===== config.mk =====
export PLATFORM = sky130hd
export DESIGN_NAME = kbc_host_if
export DESIGN_NICKNAME = d
export VERILOG_FILES = /design/src/rtl/kbc_pkg.sv /design/src/rtl/kbc_addr_decode.sv /design/src/rtl/kbc_buffers.sv /design/src/rtl/kbc_irq.sv /design/src/rtl/kbc_host_if.sv
export SDC_FILE = /design/constraint.sdc
export NUM_CORES = 1
export LEC_CHECK = 0
export ABC_AREA = 1
export BUFFER_PORTS_ARGS = -buffer_cell sky130_fd_sc_hd__buf_2
export CAP_MARGIN = 40
export CORE_UTILIZATION = 48
export DETAILED_ROUTE_END_ITERATION = 12
export PLACE_DENSITY_LB_ADDON = 0.3
export SYNTH_ARGS = -nofsm -noshare
export SYNTH_HDL_FRONTEND = slang
export SYNTH_SLANG_ARGS = --single-unit

===== constraint.sdc =====
create_clock -name clk -period 1.8 [get_ports clk]
set_input_delay 0.09 -clock clk [delete_from_list [all_inputs] [get_ports clk]]
set_output_delay 0.09 -clock clk [all_outputs]
set_load 0.005 [all_outputs]

===== src/rtl/kbc_pkg.sv =====
package kbc_pkg;
  // Status byte bit positions (host software decodes these)
  localparam int ST_OBF = 0;
  localparam int ST_IBF = 1;
  localparam int ST_SYS = 2;
  localparam int ST_CMD = 3;
  localparam int ST_U4  = 4;
  localparam int ST_AUX = 5;
  localparam int ST_U6  = 6;
  localparam int ST_U7  = 7;
  localparam int ST_W   = 8;

  localparam int NUM_REGS = 4;
  typedef enum logic [1:0] {
    REG_DOUT = 2'd0,
    REG_STAT = 2'd1,
    REG_DIN  = 2'd2,
    REG_CMD  = 2'd3
  } reg_sel_e;

  localparam logic [2:0] IRQ_MODE_LEVEL = 3'b000;
endpackage


===== src/rtl/kbc_addr_decode.sv =====
module kbc_addr_decode
  import kbc_pkg::*;
#(
  parameter int ADDR_W = 16
) (
  input  logic [ADDR_W-1:0]               host_addr,
  input  logic                            host_rd,
  input  logic                            host_wr,
  input  logic [NUM_REGS-1:0][ADDR_W-1:0] bases,
  output logic [NUM_REGS-1:0]             sel
);
  for (genvar i = 0; i < NUM_REGS; i++) begin : g_port
    logic hit;
    assign hit = (host_addr == bases[i]);
    if (i == int'(REG_DOUT) || i == int'(REG_STAT)) begin : g_rd
      assign sel[i] = hit & host_rd;
    end else begin : g_wr
      assign sel[i] = hit & host_wr;
    end
  end
endmodule


===== src/rtl/kbc_buffers.sv =====
module kbc_buffers
  import kbc_pkg::*;
#(
  parameter int DATA_W = 8
) (
  input  logic              clk,
  input  logic              rst_n,
  input  logic              out_wr,
  input  logic [DATA_W-1:0] out_data,
  input  logic              out_aux,
  input  logic              rd_dout,
  input  logic              wr_din,
  input  logic              wr_cmd,
  input  logic [DATA_W-1:0] host_wdata,
  input  logic              in_ready,
  input  logic              flags_wr,
  input  logic [3:0]        flags_data,
  output logic [DATA_W-1:0] out_byte,
  output logic [DATA_W-1:0] in_byte,
  output logic              obf,
  output logic              ibf,
  output logic              cmd,
  output logic              aux,
  output logic [DATA_W-1:0] status
);
  logic [3:0] user_q;
  logic       host_in_wr;

  assign host_in_wr = wr_din | wr_cmd;

  always_ff @(posedge clk) begin
    if (!rst_n) begin
      out_byte <= '0;
      in_byte  <= '0;
      obf      <= 1'b0;
      ibf      <= 1'b0;
      cmd      <= 1'b0;
      aux      <= 1'b0;
      user_q   <= '0;
    end else begin
      if (out_wr) begin
        out_byte <= out_data;
        obf      <= 1'b1;
        aux      <= out_aux;
      end else if (rd_dout) begin
        obf <= 1'b0;
      end
      if (host_in_wr) begin
        in_byte <= host_wdata;
        ibf     <= 1'b1;
        cmd     <= wr_cmd;
      end else if (ibf && in_ready) begin
        ibf <= 1'b0;
      end
      if (flags_wr) user_q <= flags_data;
    end
  end

  always_comb begin
    status         = '0;
    status[ST_OBF] = obf;
    status[ST_IBF] = ibf;
    status[ST_SYS] = user_q[0];
    status[ST_CMD] = cmd;
    status[ST_U4]  = user_q[1];
    status[ST_AUX] = aux;
    status[ST_U6]  = user_q[2];
    status[ST_U7]  = user_q[3];
  end

  a_r2_core_write_sets_obf: assert property (@(posedge clk) disable iff (!rst_n)
    out_wr |=> obf);
  a_r2_host_read_clears_obf: assert property (@(posedge clk) disable iff (!rst_n)
    (rd_dout && !out_wr) |=> !obf);
  a_r3_overwrite_keeps_full: assert property (@(posedge clk) disable iff (!rst_n)
    (obf && out_wr) |=> (obf && out_byte == $past(out_data)));
  a_r4_host_write_sets_ibf: assert property (@(posedge clk) disable iff (!rst_n)
    host_in_wr |=> (ibf && in_byte == $past(host_wdata)));
  a_r5_handshake_clears_ibf: assert property (@(posedge clk) disable iff (!rst_n)
    (ibf && in_ready && !host_in_wr) |=> !ibf);
  a_r5_data_stable_while_held: assert property (@(posedge clk) disable iff (!rst_n)
    (ibf && !in_ready && !host_in_wr) |=> (ibf && $stable(in_byte) && $stable(cmd)));
endmodule


===== src/rtl/kbc_irq.sv =====
module kbc_irq
  import kbc_pkg::*;
(
  input  logic       clk,
  input  logic       rst_n,
  input  logic       obf,
  input  logic       aux,
  input  logic [2:0] mode,
  input  logic       pol,
  input  logic       en,
  input  logic       obe_en,
  output logic       irq_kbd,
  output logic       irq_aux,
  output logic       obe_irq
);
  logic obf_d;
  logic level_mode;
  logic obf_rise;
  logic active;

  always_ff @(posedge clk) begin
    if (!rst_n) obf_d <= 1'b0;
    else        obf_d <= obf;
  end

  assign level_mode = (mode == IRQ_MODE_LEVEL);
  assign obf_rise   = obf & ~obf_d;
  assign active     = en & (level_mode ? obf : obf_rise);
  assign irq_kbd    = (active & ~aux) ^ pol;
  assign irq_aux    = (active &  aux) ^ pol;
  assign obe_irq    = obe_en & ~obf;

  a_r8_level_idle_when_empty: assert property (@(posedge clk) disable iff (!rst_n)
    (level_mode && !obf) |-> (irq_kbd == pol && irq_aux == pol));
  a_r9_pulse_single_cycle: assert property (@(posedge clk) disable iff (!rst_n)
    (!level_mode && irq_kbd != pol) |=> (mode == IRQ_MODE_LEVEL || irq_kbd == pol));
  a_r10_disabled_lines_idle: assert property (@(posedge clk) disable iff (!rst_n)
    (!en && $past(!en)) |-> (irq_kbd == pol && irq_aux == pol));
endmodule


===== src/rtl/kbc_host_if.sv =====
module kbc_host_if
  import kbc_pkg::*;
#(
  parameter int ADDR_W = 16,
  parameter int DATA_W = 8
) (
  input  logic              clk,
  input  logic              rst_n,
  input  logic [ADDR_W-1:0] host_addr,
  input  logic              host_rd,
  input  logic              host_wr,
  input  logic [DATA_W-1:0] host_wdata,
  output logic [DATA_W-1:0] host_rdata,
  input  logic [ADDR_W-1:0] base_dout,
  input  logic [ADDR_W-1:0] base_stat,
  input  logic [ADDR_W-1:0] base_din,
  input  logic [ADDR_W-1:0] base_cmd,
  input  logic              core_out_wr,
  input  logic [DATA_W-1:0] core_out_data,
  input  logic              core_out_aux,
  output logic              core_obf,
  output logic              core_in_valid,
  input  logic              core_in_ready,
  output logic [DATA_W-1:0] core_in_data,
  output logic              core_in_cmd,
  input  logic              core_flags_wr,
  input  logic [3:0]        core_flags_data,
  input  logic [2:0]        host_irq_mode,
  input  logic              host_irq_pol,
  input  logic              host_irq_en,
  input  logic              core_obe_en,
  output logic              irq_kbd,
  output logic              irq_aux,
  output logic              core_obe_irq
);
  logic [NUM_REGS-1:0][ADDR_W-1:0] bases;
  logic [NUM_REGS-1:0]             sel;
  logic [DATA_W-1:0]               out_byte;
  logic [DATA_W-1:0]               status;
  logic                            obf;
  logic                            ibf;
  logic                            aux;

  always_comb begin
    bases[REG_DOUT] = base_dout;
    bases[REG_STAT] = base_stat;
    bases[REG_DIN]  = base_din;
    bases[REG_CMD]  = base_cmd;
  end

  kbc_addr_decode #(.ADDR_W(ADDR_W)) u_dec (
    .host_addr (host_addr),
    .host_rd   (host_rd),
    .host_wr   (host_wr),
    .bases     (bases),
    .sel       (sel)
  );

  kbc_buffers #(.DATA_W(DATA_W)) u_buf (
    .clk        (clk),
    .rst_n      (rst_n),
    .out_wr     (core_out_wr),
    .out_data   (core_out_data),
    .out_aux    (core_out_aux),
    .rd_dout    (sel[REG_DOUT]),
    .wr_din     (sel[REG_DIN]),
    .wr_cmd     (sel[REG_CMD]),
    .host_wdata (host_wdata),
    .in_ready   (core_in_ready),
    .flags_wr   (core_flags_wr),
    .flags_data (core_flags_data),
    .out_byte   (out_byte),
    .in_byte    (core_in_data),
    .obf        (obf),
    .ibf        (ibf),
    .cmd        (core_in_cmd),
    .aux        (aux),
    .status     (status)
  );

  kbc_irq u_irq (
    .clk     (clk),
    .rst_n   (rst_n),
    .obf     (obf),
    .aux     (aux),
    .mode    (host_irq_mode),
    .pol     (host_irq_pol),
    .en      (host_irq_en),
    .obe_en  (core_obe_en),
    .irq_kbd (irq_kbd),
    .irq_aux (irq_aux),
    .obe_irq (core_obe_irq)
  );

  always_comb begin
    if (sel[REG_DOUT])      host_rdata = out_byte;
    else if (sel[REG_STAT]) host_rdata = status;
    else                    host_rdata = '0;
  end

  assign core_obf      = obf;
  assign core_in_valid = ibf;

  a_r12_unmatched_read_zero: assert property (@(posedge clk) disable iff (!rst_n)
    (host_rd && host_addr != base_dout && host_addr != base_stat) |-> (host_rdata == '0));
  a_r11_obe_tracks_flag: assert property (@(posedge clk) disable iff (!rst_n)
    (core_obe_en && $past(core_out_wr)) |-> !core_obe_irq);
endmodule


# After elaboration in Yosys (flattened, before gate mapping)
# Cells that the tools add are included.
dict set report op_classes {
  order_cmp 0
  reduce_logical 4
  addsub 0
  n_shift 0
  n_mux 7
  div_mod_pow 0
  n_mul 0
  n_bitwise 15
  eq_ne 4
}
# operator n
set ops {}
lappend ops {{$eq 16x16->1} 4}
lappend ops {{$mux 8} 2}
lappend ops {{$and 1x1->1} 9}
lappend ops {{$mux 1} 5}
lappend ops {{$reduce_bool 2->1} 2}
lappend ops {{$logic_not 3->1} 1}
lappend ops {{$not 1->1} 3}
lappend ops {{$xor 1x1->1} 2}
lappend ops {{$logic_and 1x1->1} 1}
lappend ops {{$or 1x1->1} 1}
dict set report totals {
  inputBits 114
  memories 0
  regBits 25
  out_inout_bits 22
  latchBits 0
  wordCells 38
  ram_bits 0
  rom_bits 0
}

# Logic depth before layout (Yosys ltp)
dict set report depth {
  ltp_word 6
  depth_mapped 12
  mapped_depth_nobuf 10
}

# Cells and area by module
# Synthesis repeated with hierarchy kept, for this count alone.
dict set report unflattened {
  cells_unflattened 401
  hier_area_um2 2134.5
}
# module area_per_inst_um2 seq_area_each_um2 instances cells_per_inst
set by_module_without_submodules {}
lappend by_module_without_submodules {kbc_addr_decode 999.7 0.0 1 229}
lappend by_module_without_submodules {kbc_buffers 909.6 480.5 1 124}
lappend by_module_without_submodules {kbc_host_if 120.1 0.0 1 27}
lappend by_module_without_submodules {kbc_irq 105.1 20.0 1 21}

# Worst setup path before layout
# No wires, ideal clock.
dict set report synth_timing {
  kind {input -> output}
  start {input port host_addr[8]}
  end {output port host_rdata[3]}
  t_arrival_ns 1.144
  path_stages 7
  t_required_ns 1.710
  path_buffers 2
  slack_ns 0.566
  cell_sequence {clkbuf_2 > xor2_1 > and3b_1 > clkbuf_1 > nand3_4 > nand3_1 > nand2_1}
}
dict set report synth_via {
  elab_chain_cells 4
  word_cells_on_any_way 6
  classes_between {2 x eq/ne; 2 x mux; 2 x bitwise}
}
# element line_no
set synth_rtl {}
lappend synth_rtl {{start: declaration} kbc_host_if.sv:9} ;# input logic [ADDR_W-1:0] host_addr,
lappend synth_rtl {{$eq 16x16->1} kbc_addr_decode.sv:14} ;# assign hit = (host_addr == bases[i]);
lappend synth_rtl {{$and 1x1->1} kbc_addr_decode.sv:16} ;# assign sel[i] = hit & host_rd;
lappend synth_rtl {{$mux 8} kbc_host_if.sv:97} ;# else if (sel[REG_STAT]) host_rdata = status;
lappend synth_rtl {{$mux 8 *} kbc_host_if.sv:96} ;# if (sel[REG_DOUT]) host_rdata = out_byte;
lappend synth_rtl {{end: declaration} kbc_host_if.sv:13} ;# output logic [DATA_W-1:0] host_rdata,
# Every way passes the cells marked *; elsewhere a longest branch is shown, timed or not.

# Worst setup path after layout
dict set report layout_timing {
  start {input port host_addr[12]}
  end {output port host_rdata[3]}
}
# Same word-level chain as after synthesis.

==> summary.txt <==
STA
  – Clock skew: ~0.00064 ns
  – Final worst path period share: 86.9%
  – Endpoints failing setup: 0
  – RSZ-0062 raised after global routing: false
  – Worst Max-Slew Pin Slew: about 0.41 ns
  – Max-slew violations: 0
  – Total negative setup slack: 0 ns
  – Fin crit period: 1.56 ns
  – Fin. Hold Viols: 0
  – Fin Hold WS: a little over 0.03 ns
  – FMAX: ~640 MHz
  – Slew headroom: roughly 73%

Status
  – Status: finished, violations left
  – Failing checks: design-rule violations

GRT
  – First-pass GRT wire length: roughly 11,000 um
  – Gr usage total: ~28%
  – Pin count of the biggest net entering global routing: 24
  – Initial antenna violation count: 0
  – Total global routing overflow: 0
  – Vias in the first global route: roughly 2,600

Logic synthesis
  – Cell taking the most area after synthesis: dfxtp_1
  – Post-synthesis adder-cell area fraction: 0%
  – Multiplexer share of the synthesized area: 0%
  – Simple-gate share of the synthesized area: between 40% and 50%
  – Synth Register Bits: 25
  – YS warnings: 0
  – Post-Syn Area: around 2300 sq um
  – Average size of a mapped cell: between 5 and 6 sq um
  – Xor/xnor share of the synthesized area: 7.61%
  – Largest family of logic cells by synthesized area: simple AND/OR/NAND/NOR gates
  – Post-synthesis net count: between 500 and 600
  – Post-synthesis compound-gate area fraction: about a tenth
  – Sequential area share after synthesis: a little over a fifth
  – Synth area leaders: dfxtp_1 (22%), nand2_1 (20%), nor2_1 (12%)
  – Synth Instances: roughly 420
  – Synth unique cells: 29
  – Yosys top cell area share: between 20 and 25%

Clocking
  – Clk sinks: 25
  – Clock tree from TritonCTS: done
  – Worst-skew pair later-pin latency: between 0.2 and 0.3 ns
  – Root buffer cell: clkbuf_8
  – Num CTS Buffers: 3
  – CTS max path bufs: 2
  – Post-CTS Hold Buffers: 0
  – Post-CTS setup buffer count: 0
  – Htree depth: 1
  – Worst-path clk slew: about 0.09 ns
  – Post_cts resized: 0

Worst setup path
  – Crit path launch: host_addr[12]
  – Worst Reg-to-Reg Cells: 2
  – CP max stage cell: nor3_4
  – WS Path Type: input port to output port
  – Setup crit end kind: output port
  – RR Endpoint: u_buf.obf
  – CP Launch Type: input port
  – Critical Path RT: ~1.7 ns
  – Crit-path max FO: 9
  – Arrival time worst endpoint: around 1.5 ns
  – Max stage delay on crit path: 0.41 ns
  – Cell Chain, Critical Path: buf_2 > xnor2_1 > nand2_1 > nor3_4 > nand3_4 > nand3_1 > nand2_1 > buf_2
  – R2R setup slack: between 1 and 1.5 ns
  – FF-to-FF Start: u_buf.obf
  – End of the critical path: host_rdata[3]

Power
  – LEAKAGE: between 1.5 and 2 nW
  – Total power per unit cell area: 453 nW/um^2
  – Peak VDD IR: about 0.42 mV

Drt
  – Post-route DRC: 9
  – Total number of vias: approximately 3,000
  – Vias per inst: 4.94
  – DRT Wirelength: ~7000 um
  – Iter 0 DRT Violations: 158
  – ANT nets after route: 0
  – Pre-antenna DRT Iters: 9
  – Avg WL per Cell: approximately 12 um

Final layout
  – Post-layout nets: ~660
  – Filler instances: 437
  – Layout cells sized above 1: between 20% and 30%
  – Most common cell after layout, fill and taps aside: buf_2
  – P&R area growth vs syn: 31.7%
  – Antenna Diode Count: 0
  – Most frequent cells in the layout: buf_2 (135), nand2_1 (122), nor2_1 (73)

Floorplanning
  – Number of placement rows: 24
  – Die ar.: just over 5000 sq um
  – Starting density of the core: a little over 50%
  – Die width: ~71 um
  – IO Count: 136
  – Core area: 4470 sq um
  – Die Span Y: between 70 and 80 um

Min path
  – HP Class: input port to flip-flop

Placement
  – PortBufs: approximately 140
  – Placer Congestion: between 0.9 and 1
  – HPWL after DPL: just under 6000 um

Job
  – Max-cap violations: 0
## final cells by class
cell class              instances  area, sq um  area share (%)
multi-input cells             317         1500            49.3
repair buffers                135          676            22.3
flip-flops and latches         25          500            16.5
inverters                      66          248            8.18
well taps                      52         65.1            2.15
clock buffers                   3         41.3            1.36
clock inverters                 1         5.00           0.165
## layer usage
layer	vias up	track usage [%]	routed length (um)	part of all wire, %
li1	1549	-	-	-
met1	1267	37.5	3210	46
met2	132	46.5	3150	45
met3	12	4.08	532	7.6
met4	0	6.22	97	1.4
met5	-	0	0	0
## critical path, delay by kind of cell
kind	cells	cell delay (ns)
simple gates	5	0.87
buf+inv	2	0.26
xor+xnor	1	0.24
## cell families (layout without fill, tap and decap cells)
kind of cell | count (synthesis) | in the layout
and+or+nand+nor | 251 | 251
xor gates and xnor gates | 20 | 20
buffers and inverters | 76 | 205
DFF | 25 | 25
AOI/OAI and AO/OA | 46 | 46
## through the flow
stage                     total power [mW]  util [%]  area, sq um  worst slack (ns)  std cells
after floorplan                      0.839         -         2300             0.566        418
after global placement                1.04      66.7         2980             0.300        595
after detailed placement              1.05      66.7         2980             0.274        595
after CTS                             1.37      67.7         3030             0.250        599
after global routing                  1.46      67.7         3030             0.105        599
final                                 1.37      67.7         3030             0.236        599
## power by group
| part | leakage, nW | switching, mW | internal, mW |
|---|---|---|---|
| logic | 1.61 | 0.251 | 0.200 |
| clock network | 0.0255 | 0.176 | 0.155 |
| registers | 0.205 | 0.0148 | 0.576 |
| total | 1.84 | 0.442 | 0.930 |
## state kept, by name, indices dropped and copies added (netlist names)
name,cells
u_buf.in_byte,8
u_buf.out_byte,8
u_buf.user_q,4
u_buf.aux,1
u_buf.cmd,1
u_buf.ibf,1
u_buf.obf,1
u_irq.obf_d,1
## how the worst min path moves through the flow
stage          cells past startpoint             start                 to  slack, ns
5_1_grt                            3     host_wdata[4]   u_buf.in_byte[4]       0.03
3_3_place_gp                       3     host_wdata[5]   u_buf.in_byte[5]       0.31
3_5_place_dp                       3  core_out_data[6]  u_buf.out_byte[6]       0.32
6_report                           3     host_wdata[2]   u_buf.in_byte[2]       0.03
2_1_floorplan                      2     host_wdata[0]   u_buf.in_byte[0]       0.22
4_1_cts                            3     host_wdata[5]   u_buf.in_byte[5]       0.03
## Yosys cell counts, drive strengths merged
master  count
xor2        7
a21boi      1
o31ai       1
clkbuf      7
nor2       76
nand2     125
xnor2      13
dfxtp      25
and3b       1
nor3        6
buf         3
o21bai      1
nand4      15
or2         3
clkinv      1
a21oi      13
nand3      25
o21ai      30
inv        65
Power figures use the tool's default switching activity.
